<file path="config.mk">
export PLATFORM = sky130hd
export DESIGN_NAME = dual_slope_seq
export DESIGN_NICKNAME = d
export VERILOG_FILES = /design/src/rtl/dsc_pkg.sv /design/src/rtl/dsc_cycle_timer.sv /design/src/rtl/dsc_bcd_counter.sv /design/src/rtl/dsc_phase_fsm.sv /design/src/rtl/dual_slope_seq.sv
export SDC_FILE = /design/constraint.sdc
export NUM_CORES = 1
export LEC_CHECK = 0
export BUFFER_PORTS_ARGS = -buffer_cell sky130_fd_sc_hd__buf_2
export CORE_MARGIN = 10
export CORE_UTILIZATION = 58
export CTS_CLUSTER_DIAMETER = 40
export CTS_CLUSTER_SIZE = 24
export DETAILED_ROUTE_END_ITERATION = 7
export HOLD_SLACK_MARGIN = 0.05
export PLACE_DENSITY = 0.87
export SLEW_MARGIN = 20
export SYNTH_ARGS = -nofsm -noshare
export SYNTH_HDL_FRONTEND = slang
export SYNTH_SLANG_ARGS = --single-unit
export TNS_END_PERCENT = 30
</file>
<file path="constraint.sdc">
create_clock -name clk -period 2 [get_ports clk]
set_input_delay 0.3 -clock clk [delete_from_list [all_inputs] [get_ports clk]]
set_output_delay 0.3 -clock clk [all_outputs]
set_load 0.02 [all_outputs]
</file>
<file path="src/rtl/dsc_pkg.sv">
package dsc_pkg;
  typedef enum logic [1:0] {
    PH_AZ = 2'd0,
    PH_SI = 2'd1,
    PH_RI = 2'd2,
    PH_IZ = 2'd3
  } phase_e;

  function automatic int pow10(input int n);
    int r;
    r = 1;
    for (int i = 0; i < n; i++) r = r * 10;
    return r;
  endfunction
endpackage

</file>
<file path="src/rtl/dsc_cycle_timer.sv">
module dsc_cycle_timer #(
  parameter int CYCLE_CLKS = 40000,
  parameter int AZ_CLKS    = 4000,
  parameter int SIG_CLKS   = 10000
) (
  input  logic clk,
  input  logic rst_n,
  output logic az_last,
  output logic si_last,
  output logic cyc_last
);
  localparam int TW = $clog2(CYCLE_CLKS);

  logic [TW-1:0] t_q, t_d;

  assign az_last  = (t_q == TW'(AZ_CLKS - 1));
  assign si_last  = (t_q == TW'(AZ_CLKS + SIG_CLKS - 1));
  assign cyc_last = (t_q == TW'(CYCLE_CLKS - 1));

  always_comb begin
    t_d = t_q + 1'b1;
    if (cyc_last) t_d = '0;
  end

  always_ff @(posedge clk or negedge rst_n) begin
    if (!rst_n) t_q <= '0;
    else        t_q <= t_d;
  end


  cycle_wrap_chk: assert property (@(posedge clk) disable iff (!rst_n)
    $past(cyc_last) |-> az_last == (AZ_CLKS == 1));
endmodule

</file>
<file path="src/rtl/dsc_bcd_counter.sv">
module dsc_bcd_counter #(
  parameter int NDIG = 4
) (
  input  logic            clk,
  input  logic            rst_n,
  input  logic            clr,
  input  logic            inc,
  output logic [4*NDIG-1:0] low_q,
  output logic            top_q,
  output logic            at_max
);
  logic [NDIG:0]   cy;
  logic [NDIG-1:0] nine;
  logic            top_d;

  assign cy[0] = inc;

  for (genvar g = 0; g < NDIG; g++) begin : g_dig
    logic [3:0] q, d;

    always_comb begin
      d = q;
      if (clr)        d = 4'd0;
      else if (cy[g]) d = (q == 4'd9) ? 4'd0 : q + 4'd1;
    end

    always_ff @(posedge clk or negedge rst_n) begin
      if (!rst_n) q <= 4'd0;
      else        q <= d;
    end

    assign cy[g+1]        = cy[g] & (q == 4'd9);
    assign nine[g]        = (q == 4'd9);
    assign low_q[4*g +: 4] = q;


    digit_range_chk: assert property (@(posedge clk) disable iff (!rst_n)
      q <= 4'd9);
  end

  always_comb begin
    top_d = top_q;
    if (clr)           top_d = 1'b0;
    else if (cy[NDIG]) top_d = 1'b1;
  end

  always_ff @(posedge clk or negedge rst_n) begin
    if (!rst_n) top_q <= 1'b0;
    else        top_q <= top_d;
  end

  assign at_max = top_q & (&nine);


  top_nowrap_chk: assert property (@(posedge clk) disable iff (!rst_n)
    (top_q && !clr) |=> top_q);
endmodule

</file>
<file path="src/rtl/dsc_phase_fsm.sv">
module dsc_phase_fsm
  import dsc_pkg::*;
#(
  parameter int NDIG     = 4,
  parameter int SIG_CLKS = 10000
) (
  input  logic              clk,
  input  logic              rst_n,
  input  logic              az_last,
  input  logic              si_last,
  input  logic              cyc_last,
  input  logic              cmp_pos,
  input  logic [4*NDIG-1:0] cnt_low,
  input  logic              cnt_top,
  input  logic              cnt_max,
  output logic              cnt_clr,
  output logic              cnt_inc,
  output phase_e            ph_q,
  output logic              pol_q,
  output logic [4*NDIG+3:0] res_q,
  output logic              ovr_q,
  output logic              rdy_q
);
  localparam int SW = $clog2(SIG_CLKS + 1);

  phase_e            ph_d;
  logic              pol_d, ovr_d, rdy_d, crossing;
  logic [4*NDIG+3:0] res_d;

  assign crossing = (cmp_pos != pol_q);

  always_comb begin
    ph_d    = ph_q;
    pol_d   = pol_q;
    res_d   = res_q;
    ovr_d   = ovr_q;
    rdy_d   = 1'b0;
    cnt_clr = 1'b0;
    cnt_inc = 1'b0;
    case (ph_q)
      PH_AZ: if (az_last) ph_d = PH_SI;
      PH_SI: if (si_last) begin
        ph_d    = PH_RI;
        pol_d   = cmp_pos;
        cnt_clr = 1'b1;
      end
      PH_RI: begin
        if (crossing) begin
          ph_d  = PH_IZ;
          res_d = {3'b000, cnt_top, cnt_low};
          ovr_d = 1'b0;
          rdy_d = 1'b1;
        end else if (cnt_max) begin
          ph_d  = PH_IZ;
          res_d = '0;
          ovr_d = 1'b1;
          rdy_d = 1'b1;
        end else begin
          cnt_inc = 1'b1;
        end
      end
      PH_IZ: if (cyc_last) ph_d = PH_AZ;
      default: ph_d = PH_AZ;
    endcase
  end

  always_ff @(posedge clk or negedge rst_n) begin
    if (!rst_n) begin
      ph_q  <= PH_AZ;
      pol_q <= 1'b0;
      res_q <= '0;
      ovr_q <= 1'b0;
      rdy_q <= 1'b0;
    end else begin
      ph_q  <= ph_d;
      pol_q <= pol_d;
      res_q <= res_d;
      ovr_q <= ovr_d;
      rdy_q <= rdy_d;
    end
  end

  // Signal-integrate length monitor for the checks below.
  logic [SW-1:0] si_len_q, si_len_d;
  always_comb si_len_d = (ph_q == PH_SI) ? si_len_q + 1'b1 : '0;
  always_ff @(posedge clk or negedge rst_n) begin
    if (!rst_n) si_len_q <= '0;
    else        si_len_q <= si_len_d;
  end


  si_length_chk: assert property (@(posedge clk) disable iff (!rst_n)
    (ph_q == PH_SI && ph_d != PH_SI) |-> si_len_q == SW'(SIG_CLKS - 1));

  pol_hold_chk: assert property (@(posedge clk) disable iff (!rst_n)
    !(ph_q == PH_SI && ph_d == PH_RI) |=> $stable(pol_q));

  ovr_zero_chk: assert property (@(posedge clk) disable iff (!rst_n)
    (rdy_q && ovr_q) |-> res_q == '0);

  rdy_pulse_chk: assert property (@(posedge clk) disable iff (!rst_n)
    rdy_q |=> !rdy_q);

  rdy_enters_iz_chk: assert property (@(posedge clk) disable iff (!rst_n)
    rdy_q |-> ph_q == PH_IZ);
endmodule

</file>
<file path="src/rtl/dual_slope_seq.sv">
module dual_slope_seq
  import dsc_pkg::*;
#(
  parameter int NDIG       = 4,
  parameter int CYCLE_CLKS = 40000,
  parameter int AZ_CLKS    = 4000
) (
  input  logic              clk,
  input  logic              rst_n,
  input  logic              cmp_pos,
  output logic              ph_az,
  output logic              ph_si,
  output logic              ph_ri,
  output logic              ph_iz,
  output logic              polarity,
  output logic [4*NDIG+3:0] result_bcd,
  output logic              over_range,
  output logic              data_rdy
);
  localparam int SIG_CLKS = pow10(NDIG);

  logic [1:0] rs_q;
  logic       rst_int;

  always_ff @(posedge clk or negedge rst_n) begin
    if (!rst_n) rs_q <= 2'b00;
    else        rs_q <= {rs_q[0], 1'b1};
  end
  assign rst_int = rs_q[1];

  logic              az_last, si_last, cyc_last;
  logic              cnt_clr, cnt_inc, cnt_top, cnt_max;
  logic [4*NDIG-1:0] cnt_low;
  phase_e            ph_q;

  dsc_cycle_timer #(
    .CYCLE_CLKS(CYCLE_CLKS), .AZ_CLKS(AZ_CLKS), .SIG_CLKS(SIG_CLKS)
  ) u_timer (
    .clk(clk), .rst_n(rst_int),
    .az_last(az_last), .si_last(si_last), .cyc_last(cyc_last)
  );

  dsc_bcd_counter #(.NDIG(NDIG)) u_count (
    .clk(clk), .rst_n(rst_int), .clr(cnt_clr), .inc(cnt_inc),
    .low_q(cnt_low), .top_q(cnt_top), .at_max(cnt_max)
  );

  dsc_phase_fsm #(.NDIG(NDIG), .SIG_CLKS(SIG_CLKS)) u_fsm (
    .clk(clk), .rst_n(rst_int),
    .az_last(az_last), .si_last(si_last), .cyc_last(cyc_last),
    .cmp_pos(cmp_pos),
    .cnt_low(cnt_low), .cnt_top(cnt_top), .cnt_max(cnt_max),
    .cnt_clr(cnt_clr), .cnt_inc(cnt_inc),
    .ph_q(ph_q), .pol_q(polarity), .res_q(result_bcd),
    .ovr_q(over_range), .rdy_q(data_rdy)
  );

  assign ph_az = (ph_q == PH_AZ);
  assign ph_si = (ph_q == PH_SI);
  assign ph_ri = (ph_q == PH_RI);
  assign ph_iz = (ph_q == PH_IZ);


  phase_onehot_chk: assert property (@(posedge clk) disable iff (!rst_int)
    $onehot({ph_az, ph_si, ph_ri, ph_iz}));

  iz_to_az_chk: assert property (@(posedge clk) disable iff (!rst_int)
    (ph_iz && cyc_last) |=> ph_az);
endmodule

</file>
Word-level counts from Yosys, hierarchy flattened. Index checks and enable logic that the tools add are counted.

Bits in registers: 60.

Equal/unequal tests: 15. Add/subtract/negate cells: 5. Bitwise gates (word level): 5. Multiplexer cells: 33. Reductions and logical operators: 11.

Operators by type and width (number): 4-bit 2-to-1 mux (12); 20-bit 2-to-1 mux (2); 16-bit by 1-bit adder with 16-bit output (second input constant) (1); 4-bit by 1-bit adder with 4-bit output (second input constant) (4); 16-bit by 12-bit == test with 1-bit output (second input constant) (1); 16-bit by 14-bit == test with 1-bit output (second input constant) (1); 16-bit == test (second input constant) (1); 4-bit == test (second input constant) (4); 16-bit 2-to-1 mux (1); 1-bit 2-to-1 mux (12); 2-bit nonzero test (6); 2-bit 2-to-1 mux (5); 2-bit case mux with 4 select lines (1); 4-bit AND reduction (2); 2-bit by 1-bit inequality test with 1-bit output (second input constant) (3); 1-bit bitwise AND (5); 2-bit == test (second input constant) (2); 2-bit AND reduction (2); 3-bit by 1-bit inequality test with 1-bit output (second input constant) (1); 2-bit by 1-bit == test with 1-bit output (second input constant) (1); 2-bit logical NOT (1); 1-bit inequality test (1).

Depth between registers and ports, before layout. Gate-level depths: netlist of the first run.

Word-level depth: 12. Mapped depth: 8. Mapped depth without buffers: 7.

Cells and area by module. A second synthesis of the first run with hierarchy kept.

Cells, all modules: 266. Area total of the unflattened synthesis: 2880.3 µm².

By module, submodules not included: dsc_bcd_counter (cells an instance 114, area each 1063.5 µm², instances 1, sequential area each 425.4 µm²); dsc_phase_fsm (cells an instance 69, area each 937.1 µm², instances 1, sequential area each 550.5 µm²); dsc_cycle_timer (cells an instance 76, area each 799.5 µm², instances 1, sequential area each 400.4 µm²); dual_slope_seq (cells an instance 7, area each 80.1 µm², instances 1, sequential area each 50.0 µm²).

Worst setup path before layout of the first run. OpenSTA, ideal clock, no wires.

Path kind: flip-flop to flip-flop. From: register u_timer.t_q[0]. To: register u_fsm.ph_q[1]. Stages on the path, launching flop included: 6. Data required time: 1872 ps. Setup time: 128 ps. Buffers on the path: 0. Slack: 7 ps. Arrival time: 1865 ps. Cells stage by stage: dfrtp_1 ha_1 nand2_1 or4_1 a211oi_2 mux2_1.

Cells in the longest elaborated chain, start to end: 3.

Ends and longest elaborated chain: start: declaration (line dsc_cycle_timer.sv:14) `logic [TW-1:0] t_q, t_d;`; start signal: assignment (line dsc_cycle_timer.sv:27) `else t_q <= t_d;`; 16-bit == test, or another cell as far along (line dsc_cycle_timer.sv:18) `assign cyc_last = (t_q == TW'(CYCLE_CLKS - 1));`; 2-bit by 1-bit inequality test with 1-bit output (no line); 4-bit AND reduction (no line) *; end signal: assignment (line dsc_phase_fsm.sv:75) `ph_q <= ph_d;`; end: declaration (line dsc_phase_fsm.sv:18) `output phase_e ph_q,`.

Every way passes the cells marked *; elsewhere a longest branch is shown, timed or not. A chain may end at the register's enable or synchronous reset.

Worst setup path in the final report of the first run. Ends and elaborated chain as after synthesis.

==> results.md, run 1 <==
- Hold path depth: 2
- Slew Limit Fails: 0
- Power density over the cells: 650 nW/um^2
- Share of the synthesized area in the top cell type: 52.9%
- Post-synthesis async set-or-reset flop share: 100%
- Min-Delay Path Class: input pin to flip-flop
- Core ar.: 4410 sq um
- Post-route setup slack: -0.0318 ns
- Switch share: 22.4%
- Max frequency: 0.492 GHz
- Ys Warns: 0
- Clock Skew: 0.00528 ns
- Seq/Total Area, Yosys: 52.9%
- Worst Tran Pin Value: 0.672 ns
- Router iterations before antenna repair: 4
- GP Congestion: 0.917
- Worst Path Class, Setup: flip-flop to flip-flop
- Clock Latency Late Sink: 0.35 ns
- Dpl hpwl: 4060 um
- Top Ports: 30
- Post-synth cell types: 49
- Violated checks: negative setup slack
- Remaining antenna violation count: 0
- Psw: 0.483 mW
- Crit share post-route: 102%
- Sink Count: 57
- Row count: 24
- Die Y: 88.2 um
- Max_cap viols: 0
- Status: finished with violations
- Sum of negative setup slack: -0.0318 ns
- Crit. End Element: flip-flop
- Worst setup SP type: flip-flop
- Synth area leaders: dfrtp_1, a22o_1, xnor2_1
- P&R area growth vs syn: 23.2%
- CP Data Arrival Time: 2.26 ns
- DIE WIDTH: 88.2 um
- Syn Area/Cell: 11.0 sq um
- Worst slew margin: 55.2%
- Worst slack, placed: -0.00820 ns
- Vias in the first global route: 2062
- Top-count cell post-synth: dfrtp_1
- CTS H-Tree Depth: 3
- Root Buffer Master: clkbuf_8
- Synthesized area: 2690 sq um
- Final setup fails: 1
- Vias per cell: 5.81
- DRC: 0
- 1st-iter DRT viols: 240
- Maximum vdd drop: 0.000500 V
- Clk pwr share: 44.7%
- Overall power: 2.16 mW
- Placed cell areas: 3020 sq um
- Final hold violation count: 0
- CP Cell Sequence: ha_1, nand2_1, or4_4, a211oi_4, mux2_4
- Pleak: 1.68 nW
- Slowest stage cell, crit path: or4_4
- WP data required: 2.23 ns
- Synth Instances: 246
- Top FF cell, synth: dfrtp_1
- Layout cells sized above 1: 29.3%
- Post-route cell area: 3320 sq um
- Clk slew on worst S/H paths: 0.06 ns
- Sequential share of power: 53.6%
- Via count: 2108
- Most frequent cells after synthesis: dfrtp_1, nor2_1, a22o_1
- Die ar.: 7770 sq um
- Core Util, Final: 75.2%
- CP peak stage delay: 0.58 ns
- IO Port Bufs: 26
- GR Util All Layers: 16.9%
- Largest net degree at the start of global routing: 56
- Cell depth of the worst flop-to-flop path: 5
- Comb power frac: 1.7%
- Area leader, netlist: dfrtp_1
- CTS Buf Count: 9
- Clock Tree Buf Depth: 2
- Min Tclk post-route: 2.03 ns
- # nets final: 314
- Initial Util: 61.0%
- Gr ovfl total: 0
- Internal Power: 1.67 mW
- Flops & latches, synth: 57
- Final WL: 6410 um
- Number of synthesized flops with an enable pin: 0
- Crit-path max FO: 5
- Ant. Diodes: 0
- RSZ-0062 raised after global routing: yes
- First-pass GRT wire length: 10300 um
- Initial antenna violation count: 0
- Drt wl/cell: 17.7 um
- CTS tree: done
[final cells by class]
type	instances	area, sq um
clock buffer	13	159
inverter	12	45.0
timing repair buffer	56	370
clock inverter	3	15.0
sequential	57	1430
multi-input combinational	170	1240
fill	260	1090
tap	52	65.1
[state kept, by name, summed over array words and instances, names as in the netlist]
register,cells
rs_q,2
u_fsm.res_q,17
u_fsm.rdy_q,1
u_timer.t_q,16
u_count.top_q,1
u_count.g_dig.q,16
u_fsm.ph_q,2
u_fsm.ovr_q,1
u_fsm.pol_q,1
[cell usage in the layout (no fill, tap or decap), drive strengths merged, types with 2 or more instances in the layout]
cell,n
dfrtp,57
buf,55
nor2,27
nand2,19
a22o,17
xnor2,14
clkbuf,13
inv,12
xor2,10
nand3,9
a21oi,9
nand4,8
nor3,6
nor2b,5
ha,5
conb,4
and3,3
mux2i,3
clkinv,3
nand4b,3
and4,2
o21ai,2
nor4,2
and2,2
nor3b,2
a31oi,2
mux2,2
[path summary, 6_finish.rpt]
check                                        endpoint      startpoint  slack [ns]
worst max-delay path                    u_fsm.ph_q[1]  u_timer.t_q[0]       -0.03
worst min-delay path                      u_fsm.pol_q         cmp_pos        0.22
worst max register to register          u_fsm.ph_q[1]  u_timer.t_q[0]       -0.03
worst min register to register                rs_q[1]         rs_q[0]        0.35
max in group asynchronous       u_count.g_dig[1].q[0]         rs_q[1]        1.14
min in group asynchronous                     rs_q[1]           rst_n        0.27
[layer usage]
| metal | track usage [%] | wire (um) |
|---|---|---|
| met1 | 23.0 | 2780 |
| met2 | 24.3 | 3060 |
| met3 | 4.09 | 420 |
| met4 | 9.13 | 152 |
| met5 | 0 | 0 |
[critical path: cells and delay by family (launching register included)]
family	cells	cell delay (ns)
AO/OA/AOI/OAI	1	0.33
adder cells (fa/ha/maj)	1	0.19
flip-flops	1	0.41
multiplexers	1	0.34
AND/OR/NAND/NOR	2	0.65
[logic make-up after synthesis]
group / synth area share, %
XOR/XNOR: 7.80
multiplexers: 1.95
other: 0.279
flip-flops: 52.9
buffers and inverters: 3.72
adder cells (fa/ha/maj): 2.32
AO/OA/AOI/OAI: 10.2
AND/OR/NAND/NOR: 20.8
[power by group through the flow]
stage	registers, mW	clock network (mW)	logic, mW
after detailed placement	1.18	0	0.0358
after global routing	1.15	1.03	0.0420
final	1.16	0.963	0.0367
after CTS	1.16	0.976	0.0381
after global placement	1.18	0	0.0351
after floorplan	1.19	0	0.0122
[stage by stage]
step | hold slack (ns) | cells
after global routing | 0.232 | 363
final | 0.218 | 363
after detailed placement | 0.0865 | 341
after global placement | 0.0851 | 341
after floorplan | 0.00441 | 248
after CTS | 0.210 | 360
[timing repair]
action | 4_1_cts | 5_1_grt
pin swaps | 2 | 7
hold buffers | 1 | 0
hold endpoints to repair | 2 | 0
buffers inserted | 2 | 3
gates resized for setup | 2 | 10
endpoints found under the setup margin | 1 | 26
Power figures use the tool's default switching activity.
==> run 2, diff against run 1 <==
PLACE_DENSITY = default   (was 0.87)
PLACE_DENSITY_LB_ADDON = 0.08   (was default)
clock period = 1.9 ns   (was 2 ns; I/O delays follow)
==> run 2 against run 1 <==
Compared with the run above:
- the run now ends clean
- highest routed layer unchanged
- hold slack improved by 0.0026 ns
- first-iteration DRC count decreased by 43%
- sequential cell count unchanged
- critical path type unchanged
- non-clock buffer count increased by 15
- worst setup slack improved by 0.051 ns
==> results.md, run 2 (synthesized netlist as in run 1, its figures left out) <==
- CP peak stage delay: 0.40 ns
- DIE WIDTH: 88.2 um
- Min-Delay Path Class: input pin to flip-flop
- CP Data Arrival Time: 2.09 ns
- Layout cells sized above 1: 33.1%
- Sink Count: 57
- Crit-path max FO: 4
- Reg with most FFs: u_fsm.res_q
- IO Port Bufs: 26
- GP Congestion: 0.856
- DRC: 0
- Worst Path Class, Setup: flip-flop to flip-flop
- CTS Buf Count: 9
- WP depth: 5
- CTS tree: done
- WP data required: 2.11 ns
- CP endpoint: u_fsm.ph_q[1]
- Largest net degree at the start of global routing: 56
- Router iterations before antenna repair: 4
- Final setup fails: 0
- Worst R2R End: u_fsm.ph_q[1]
- Pleak: 1.75 nW
- Vias per cell: 5.44
- # nets final: 329
- Row count: 24
- Final hold violation count: 0
- GR Util All Layers: 15.7%
- RSZ-0062 raised after global routing: yes
- Overall power: 2.33 mW
- Dpl hpwl: 4080 um
- Drt wl/cell: 15.5 um
- Post-route cell area: 3450 sq um
- Maximum vdd drop: 0.000627 V
- Clock Latency Late Sink: 0.33 ns
- Placed cell areas: 3180 sq um
- Slowest stage cell, crit path: or3b_4
- Commonest non-fill, non-tap cell in the layout: dfrtp_1
- Remaining antenna violation count: 0
- Hold path depth: 2
- Status: completed
- Core Util, Final: 78.1%
- 1st-iter DRT viols: 138
- Crit share post-route: 99.0%
- CP Cell Sequence: or3b_4, and4bb_4, a21boi_4, a211oi_2, mux2_1
- Post-route setup slack: 0.0188 ns
- Top Ports: 30
- WP buf/inv: 0
- Reg2Reg Setup Slack: 0.02 ns
- Die Y: 88.2 um
- Gr ovfl total: 0
- Crit. End Element: flip-flop
- CTS H-Tree Depth: 3
- Clk slew on worst S/H paths: 0.06 ns
- Slew Limit Fails: 0
- P&R area growth vs syn: 28.1%
- Max frequency: 0.532 GHz
- CP Launch Point: u_count.g_dig[1].q[2]
- Largest regs: u_fsm.res_q (17), u_count.g_dig.q (16), u_timer.t_q (16)
- Clock Tree Buf Depth: 2
- Ant. Diodes: 0
- Min Hold Slack: 0.221 ns
- Worst setup SP type: flip-flop
- Min Tclk post-route: 1.88 ns
- Max FFs per register: 17
- Max_cap viols: 0
- Die ar.: 7770 sq um
- Initial antenna violation count: 0
- Root Buffer Master: clkbuf_8
- Cell depth of the worst flop-to-flop path: 5
- Worst slack, placed: 0.0120 ns
- CP delay by family, top: simple AND/OR/NAND/NOR gates
- Worst R2R Start: u_count.g_dig[1].q[2]
- Clock Skew: 0.00590 ns
- Final WL: 5870 um
- Power density over the cells: 675 nW/um^2
- Fill cell count: 297
- Initial Util: 61.0%
- Via count: 2058
- Highest-count cells in the layout ignoring fill and taps: dfrtp_1, buf_4, nor2_1, buf_2, a22o_1
- First-pass GRT wire length: 9690 um
- Core ar.: 4410 sq um
- Vias in the first global route: 2064
-- run 2: stage by stage --
stage | setup TNS [ns] | std cells
global placement | 0 | 357
detailed placement | 0 | 357
global route | -0.184 | 378
finish | 0 | 378
floorplan | -0.188 | 248
CTS | 0 | 374
-- run 2: cell type report --
class	instances	area, sq um	area share [%]
sequential	57	1430	41.5
tap	52	65.1	1.89
multi-input combinational	170	1230	35.8
clock buffer	14	183	5.30
inverter	12	45.0	1.31
clock inverter	2	10.0	0.290
timing repair buffer	71	483	14.0
-- run 2: routing by layer --
| layer | wire [um] | global-route usage (%) | vias up |
|---|---|---|---|
| li1 | - | - | 1003 |
| met1 | 2840 | 21.1 | 1000 |
| met2 | 2610 | 23.3 | 47 |
| met3 | 344 | 4.27 | 8 |
| met4 | 84 | 6.99 | 0 |
| met5 | 0 | 0 | - |
-- run 2: worst register-to-register path: stages, from the launching register on --
cell and delay [ns]:
dfrtp_1 0.39, or3b_4 0.40, and4bb_4 0.37, a21boi_4 0.07
a211oi_2 0.19, mux2_1 0.34
-- run 2: worst min path at each step --
stage / startpoint / endpoint / slack (ns)
2_1_floorplan: rst_n / rs_q[0] / -0.01
3_5_place_dp: rst_n / rs_q[0] / 0.07
4_1_cts: cmp_pos / u_fsm.pol_q / 0.21
5_1_grt: cmp_pos / u_fsm.pol_q / 0.22
6_report: cmp_pos / u_fsm.pol_q / 0.22
3_3_place_gp: rst_n / rs_q[0] / 0.07
-- run 2: where the power goes --
part	switching [mW]	total (mW)	internal [mW]
Sequential	0.00131	1.22	1.22
Combinational	0.0320	0.0415	0.00949
Clock	0.458	1.07	0.612
Total	0.492	2.33	1.84
-- run 2: what timing repair did --
action,in CTS,in global routing
endpoints found under the setup margin,2,25
buffers inserted,0,4
gates resized for setup,1,10
hold endpoints to repair,2,0
pin swaps,1,5
hold buffers,1,0
